===== src/rtl/lfs_pkg.sv =====
package lfs_pkg;
  // Synchronised view of the three asynchronous inputs.
  typedef struct packed {
    logic err;
    logic off;   // laser-on request withdrawn (active-high form of laser_on_n)
    logic pwr;
  } lfs_in_t;

  localparam int unsigned LFS_IN_W = $bits(lfs_in_t);
  // Reset values: no error, laser off, no power permission.
  localparam logic [LFS_IN_W-1:0] LFS_IN_RST = {1'b0, 1'b1, 1'b0};
endpackage


===== src/rtl/lfs_rst_sync.sv =====
module lfs_rst_sync #(
  parameter int unsigned STAGES = 2
) (
  input  logic clk,
  input  logic rst_n,
  output logic rst_sync_n
);
  logic [STAGES-1:0] chain_q;

  always_ff @(posedge clk or negedge rst_n) begin
    if (!rst_n) chain_q <= '0;
    else        chain_q <= {chain_q[STAGES-2:0], 1'b1};
  end

  assign rst_sync_n = chain_q[STAGES-1];
endmodule


===== src/rtl/lfs_sync2.sv =====
module lfs_sync2 #(
  parameter int unsigned        WIDTH   = 3,
  parameter logic [WIDTH-1:0]   RST_VAL = '0
) (
  input  logic             clk,
  input  logic             rst_n,
  input  logic [WIDTH-1:0] d_i,
  output logic [WIDTH-1:0] q_o
);
  for (genvar b = 0; b < WIDTH; b++) begin : g_bit
    logic meta_q, stab_q;
    always_ff @(posedge clk or negedge rst_n) begin
      if (!rst_n) begin
        meta_q <= RST_VAL[b];
        stab_q <= RST_VAL[b];
      end else begin
        meta_q <= d_i[b];
        stab_q <= meta_q;
      end
    end
    assign q_o[b] = stab_q;
  end
endmodule


===== src/rtl/lfs_persist_timer.sv =====
module lfs_persist_timer #(
  parameter int unsigned PERSIST_CYC = 400_000
) (
  input  logic clk,
  input  logic rst_n,
  input  logic err_i,
  input  logic hold_i,    // keep the count at zero (laser off or fault latched)
  output logic expire_o   // last consecutive error sample of the window
);
  localparam int unsigned CNT_W = (PERSIST_CYC > 2) ? $clog2(PERSIST_CYC) : 1;
  localparam logic [CNT_W-1:0] LAST = CNT_W'(PERSIST_CYC - 1);

  logic [CNT_W-1:0] cnt_q, cnt_d;
  logic             cnt_en;
  logic             at_last;

  assign at_last  = (cnt_q == LAST);
  assign expire_o = err_i && !hold_i && at_last;

  always_comb begin
    cnt_d = cnt_q;
    if (hold_i || !err_i || at_last) cnt_d = '0;
    else                             cnt_d = cnt_q + 1'b1;
  end

  assign cnt_en = (cnt_d != cnt_q);

  always_ff @(posedge clk or negedge rst_n) begin
    if (!rst_n)      cnt_q <= '0;
    else if (cnt_en) cnt_q <= cnt_d;
  end
endmodule


===== src/rtl/lfs_fault_latch.sv =====
module lfs_fault_latch (
  input  logic clk,
  input  logic rst_n,
  input  logic set_i,
  input  logic clr_i,    // clear wins over set
  output logic fault_o,
  output logic evt_o
);
  logic fault_q, fault_d;
  logic evt_q, evt_d;

  always_comb begin
    fault_d = fault_q;
    if (clr_i)      fault_d = 1'b0;
    else if (set_i) fault_d = 1'b1;
    evt_d = fault_d && !fault_q;
  end

  always_ff @(posedge clk or negedge rst_n) begin
    if (!rst_n) begin
      fault_q <= 1'b0;
      evt_q   <= 1'b0;
    end else begin
      fault_q <= fault_d;
      evt_q   <= evt_d;
    end
  end

  assign fault_o = fault_q;
  assign evt_o   = evt_q;
endmodule


===== src/rtl/laser_fault_sup.sv =====
module laser_fault_sup #(
  parameter int unsigned PERSIST_CYC = 400_000,  // about 2 ms at 200 MHz
  parameter int unsigned SYNC_STAGES = 2
) (
  input  logic clk,
  input  logic rst_n,
  input  logic mon_err_i,
  input  logic laser_on_n_i,
  input  logic pwr_ok_i,
  output logic fault_o,
  output logic fault_evt_o,
  output logic drv_en_o,
  output logic mod_dis_n_o
);
  import lfs_pkg::*;

  logic    rst_core_n;
  lfs_in_t in_raw, in_s;
  logic    expire;
  logic    fault;

  lfs_rst_sync #(.STAGES(SYNC_STAGES)) u_rst (
    .clk        (clk),
    .rst_n      (rst_n),
    .rst_sync_n (rst_core_n)
  );

  assign in_raw = '{err: mon_err_i, off: laser_on_n_i, pwr: pwr_ok_i};

  lfs_sync2 #(.WIDTH(LFS_IN_W), .RST_VAL(LFS_IN_RST)) u_sync (
    .clk   (clk),
    .rst_n (rst_core_n),
    .d_i   (in_raw),
    .q_o   (in_s)
  );

  lfs_persist_timer #(.PERSIST_CYC(PERSIST_CYC)) u_timer (
    .clk      (clk),
    .rst_n    (rst_core_n),
    .err_i    (in_s.err),
    .hold_i   (in_s.off || fault),
    .expire_o (expire)
  );

  lfs_fault_latch u_latch (
    .clk     (clk),
    .rst_n   (rst_core_n),
    .set_i   (expire),
    .clr_i   (in_s.off),
    .fault_o (fault),
    .evt_o   (fault_evt_o)
  );

  assign fault_o     = fault;
  assign mod_dis_n_o = !fault;
  assign drv_en_o    = in_s.pwr && !in_s.off && !fault;
endmodule


===== config.mk =====
export PLATFORM = sky130hd
export DESIGN_NAME = laser_fault_sup
export DESIGN_NICKNAME = d
export VERILOG_FILES = /design/src/rtl/lfs_pkg.sv /design/src/rtl/lfs_rst_sync.sv /design/src/rtl/lfs_sync2.sv /design/src/rtl/lfs_persist_timer.sv /design/src/rtl/lfs_fault_latch.sv /design/src/rtl/laser_fault_sup.sv
export SDC_FILE = /design/constraint.sdc
export NUM_CORES = 1
export LEC_CHECK = 0
export BUFFER_PORTS_ARGS = -buffer_cell sky130_fd_sc_hd__buf_4
export CAP_MARGIN = 0
export CORE_MARGIN = 3
export CORE_UTILIZATION = 57
export CTS_CLUSTER_SIZE = 25
export DETAILED_ROUTE_END_ITERATION = 16
export PLACE_DENSITY = 0.76
export SYNTH_ARGS = -nofsm -noshare
export SYNTH_HDL_FRONTEND = slang
export SYNTH_SLANG_ARGS = --single-unit

===== constraint.sdc =====
create_clock -name clk -period 1.1 [get_ports clk]
set_input_delay 0.22 -clock clk [delete_from_list [all_inputs] [get_ports clk]]
set_output_delay 0.22 -clock clk [all_outputs]
set_load 0.01 [all_outputs]

==> impl_metrics.csv, run 1 <==
group,metric,value,unit
logic_synthesis,yosys.area.top_type_share,0.526,
clock_network,clockBufferDepth,2,
logic_synthesis,synth.area.top_cells,"dfrtp_1 (53%), xnor2_1 (7.5%), nor2_1 (5.3%)",
logic_synthesis,synth_fp_nets,120,
clock_network,cts_buffers,5,
placed_design,placed_cells,176,
clock_network,numClockSinks,29,
clock_network,clockRootBuffer,"clkbuf_4",
placed_design,pre_cts_slack,-395,ps
timing,worst_endpoint,"u_timer.cnt_q[18]$_DFFE_PN0P_/D",
die,ios,9,
logic_synthesis,netlist.top_cell.by_area,"dfrtp_1",
logic_synthesis,synthArstFlopShare,1.00,
die,die_h,53.5,um
timing,endpoint_type,"register input",
logic_synthesis,synth_edf_count,0,
grt,grt_max_degree,28,
logic_synthesis,synth_common_cells,"dfrtp_1 (27), nor2_1 (18), nand3_1 (11), xnor2_1 (11)",
placed_design,portBuffers,8,
placed_design,gp_congestion,0.820,
die,num_rows,16,
die,dieWidth,53.5,um
logic_synthesis,yosys_warnings,0,
status,status,"aborted with a tool error",
logic_synthesis,ys_seq_elements,29,
placed_design,hpwl,2090,um
logic_synthesis,synth_cell_types,32,
logic_synthesis,ys_seq_area_frac,0.567,
logic_synthesis,syn_area,1280,um2
status,failed_stage,"global routing",
logic_synthesis,yosysMostFrequentCell,"dfrtp_1",
logic_synthesis,avgSynthCellArea,11.3,um2
logic_synthesis,synthFlopType,"dfrtp_1",
clock_network,htreeDepth,2,
die,start_util,0.629,
grt,antenna_found_initial,0,
status,tool.error,"[ERROR DPL-0033] detailed placement checks failed during check placement.",
logic_synthesis,syn_inst,114,
-- through the flow --
stage | area (um2) | setup TNS (ps)
CTS | 1860 | -6900
global placement | 1640 | -5610
floorplan | 1330 | -4950
detailed placement | 1640 | -6870
-- kinds of logic after synthesis --
family	share of synthesized area
buffers and inverters	0.0205
multiplexers	0.00779
AND/OR/NAND/NOR	0.261
AO/OA/AOI/OAI	0.0360
flip-flops	0.567
adder cells (fa/ha/maj)	0.00974
XOR/XNOR	0.0954
other	0.00292
-- timing repair --
action | 4_1_cts
gates resized for setup | 18
buffers inserted | 7
hold endpoints to repair | 5
endpoints found under the setup margin | 24
hold buffers | 4
pin swaps | 9
==> run 2, diff against run 1 <==
--- a/config.mk
+++ b/config.mk
@@ -7,11 +7,10 @@
 export LEC_CHECK = 0
 export BUFFER_PORTS_ARGS = -buffer_cell sky130_fd_sc_hd__buf_4
 export CAP_MARGIN = 0
-export CORE_MARGIN = 3
-export CORE_UTILIZATION = 57
-export CTS_CLUSTER_SIZE = 25
+export CORE_AREA = 3 3 64 66
 export DETAILED_ROUTE_END_ITERATION = 16
-export PLACE_DENSITY = 0.76
+export DIE_AREA = 0 0 67 69
+export PLACE_DENSITY_LB_ADDON = 0.15
 export SYNTH_ARGS = -nofsm -noshare
 export SYNTH_HDL_FRONTEND = slang
 export SYNTH_SLANG_ARGS = --single-unit
==> run 2 against run 1 <==
Effect of this change:
- the flow now finishes, with violations (setup timing)
- synthesized cell count did not move
- area after synthesis did not move
==> impl_metrics.csv, run 2 <==
group,metric,value,unit
hold_path,hold_depth,1,
clock_network,cts_buffers,5,
die,dieWidth,67,um
grt,antenna_found_initial,0,
routing,wl_per_cell,14.0,um
timing,period_minus_slack,1410,ps
clock_network,clockRootBuffer,"clkbuf_8",
flow_run,maxCapViolCount,0,
grt,grt_pass1_wl,4830,um
hold_path,hold_start,"pwr_ok_i",
power,power_leakage,0.000873,uW
placed_design,hpwl,2050,um
final_layout,final_cell_mix,"buf_4 (40), dfrtp_1 (24), nor2_1 (12)",
status,status,"complete, but fails checks",
routing,first_pass_iters,4,
logic_synthesis,yosys_warnings,0,
clock_network,htreeDepth,2,
timing,whs,38.1,ps
timing,finalWorstSetupSlack,-309,ps
status,violations,"setup timing",
final_layout,drive_above_1_share,0.535,
logic_synthesis,avgSynthCellArea,11.3,um2
logic_synthesis,netlist.top_cell.by_area,"dfrtp_1",
timing,fin_skew,1.25,ps
die,dieArea,4620,um2
clock_network,cts_tree,"done",
routing,ant_nets,0,
final_layout,largest_reg_flops,19,
logic_synthesis,synthFlopType,"dfrtp_1",
die,die_h,69,um
grt,grt.met3_usage,0.0537,
die,num_rows,22,
timing,fmax,710,MHz
placed_design,dpl_cell_area,1670,um2
final_layout,finalNonFillerCells,220,
worst_setup_path,arrival,1590,ps
worst_setup_path,crit_type,"register to register",
die,ios,9,
routing,vias,1029,
worst_setup_path,r2r_end,"u_timer.cnt_q[18]",
final_layout,final_common_cell,"buf_4",
logic_synthesis,synth.area.top_cells,"dfrtp_1 (53%), xnor2_1 (7.5%), nor2_1 (5.3%)",
die,core_region_area,3630,um2
grt,grt_max_degree,12,
timing,rsz0062_at_grt,"yes",
routing,wl,3080,um
final_layout,final_cell_area,2040,um2
clock_network,clk_pin_slew,70,ps
clock_network,clkLatencyLatePin,290,ps
worst_setup_path,rr_worst_depth,6,
logic_synthesis,synth_common_cells,"dfrtp_1 (27), nor2_1 (18), nand3_1 (11), xnor2_1 (11)",
worst_setup_path,path_cells,"buf_6 -> nand4_4 -> nor4_4 -> buf_4 -> a21o_2 -> a21oi_1",
final_layout,nNetsFinal,177,
worst_setup_path,slowest_delay,390,ps
placed_design,placed_cells,198,
logic_synthesis,synth_edf_count,0,
worst_setup_path,crit_required,1280,ps
final_layout,regMostFlops,"u_timer.cnt_q",
final_layout,reg_top3,"u_timer.cnt_q: 19 flops, u_sync.g_bit.meta_q: 3 flops, u_sync.g_bit.stab_q: 3 flops",
logic_synthesis,synth_cell_types,32,
placed_design,gp_congestion,0.760,
timing,slew_violations,0,
grt,grt-busiest-layer,"met2",
grt,met2_usage,0.221,
placed_design,portBuffers,8,
final_layout,syn_to_final_growth,58.4,%
routing,drt_iter0_markers,24,
final_layout,fillCellCount,319,
logic_synthesis,synth_fp_nets,120,
power,ir_drop,918,uV
grt,overflow,0,
final_layout,fin_util,0.560,
power,p_per_area,1170,nW/um2
grt,grt_usage,0.143,
worst_setup_path,r2r_start,"u_timer.cnt_q[7]",
logic_synthesis,syn_inst,114,
hold_path,min_to,"u_sync.g_bit[0].meta_q",
worst_setup_path,cp_max_fo,6,
die,start_util,0.354,
timing,hold_violations,0,
logic_synthesis,ys_seq_elements,29,
routing,via_per_inst,4.68,
worst_setup_path,reg2reg_slack,-310,ps
logic_synthesis,synthArstFlopShare,1.00,
logic_synthesis,yosysMostFrequentCell,"dfrtp_1",
logic_synthesis,ys_seq_area_frac,0.567,
clock_network,clockBufferDepth,2,
grt,grt_util_met1,0.170,
logic_synthesis,yosys.area.top_type_share,0.526,
worst_setup_path,endpoint_kind,"register",
timing,setup_viol,24,
logic_synthesis,syn_area,1280,um2
clock_network,numClockSinks,29,
worst_setup_path,start_kind,"register",
timing,fin_crit_sh,1.28,
worst_setup_path,cp_slowest_cell,"dfrtp_2",
routing,route.detailed.drc,0,
final_layout,antennaDiodeCount,0,
grt,grt_pass1_vias,1019,
hold_path,hold_class,"primary input to register",
[run 2: cell counts after synthesis]
No cell type changed its count.
[run 2: cells by family after synthesis]
| logic type | Yosys count | share of synthesized area |
|---|---|---|
| compound gates | 7 | 0.0360 |
| xor+xnor | 14 | 0.0954 |
| fa+ha+maj | 1 | 0.00974 |
| buf+inv | 6 | 0.0205 |
| flops | 29 | 0.567 |
| mux | 1 | 0.00779 |
| other cells | 1 | 0.00292 |
| simple gates | 55 | 0.261 |
[run 2: worst max path at each step]
| stage | start | end | depth (start not counted) |
|---|---|---|---|
| 2_1_floorplan | u_timer.cnt_q[15] | u_timer.cnt_q[7] | 5 |
| 5_1_grt | u_timer.cnt_q[7] | u_timer.cnt_q[18] | 6 |
| 3_5_place_dp | u_timer.cnt_q[1] | u_timer.cnt_q[9] | 5 |
| 4_1_cts | u_timer.cnt_q[0] | u_timer.cnt_q[14] | 6 |
| 3_3_place_gp | u_timer.cnt_q[1] | u_timer.cnt_q[9] | 5 |
| 6_report | u_timer.cnt_q[7] | u_timer.cnt_q[18] | 6 |
[run 2: cell type report]
type                    count  area, um2  share of cell area
repair buffers             51        432               0.212
flip-flops and latches     29        732               0.360
multi-input cells          79        671               0.329
clock buffers               6       82.6              0.0406
well taps                  48       60.1              0.0295
clock inverters             2       37.5              0.0184
inverters                   5       21.3              0.0104
[run 2: power breakdown]
part           leakage [uW]  switching (uW)  internal, uW
clock network     0.0000574             440           736
logic              0.000437            45.5          50.4
registers          0.000378            15.1          1090
total              0.000873             500          1870
[run 2: routing by layer]
layer | share of wire | vias to the layer above
met5 | 0 | -
met4 | 0.021 | 0
met3 | 0.031 | 9
met2 | 0.53 | 11
met1 | 0.42 | 505
li1 | - | 504
[run 2: through the flow]
step           setup WS, ps  setup TNS [ps]  power [uW]
2_1_floorplan          -291           -4950        1150
3_3_place_gp           -327           -6120        1200
3_5_place_dp           -346           -6090        1200
4_1_cts                -334           -6350        2400
5_1_grt                -371           -7610        2460
6_report               -309           -6160        2370
[run 2: timing repair]
action,in CTS,in global routing
resized for setup,16,15
hold buffers,1,0
endpoints found under the hold margin,2,0
buffers inserted,4,9
endpoints found under the setup margin,24,24
pin swaps,11,9
[run 2: worst max-delay path: cells and delay by family (launching register included)]
kind	cells	cell delay, ps
and+or+nand+nor	2	440
DFF	1	390
buffers and inverters	2	300
AOI/OAI and AO/OA	2	160
(Power assumes the default switching activity.)
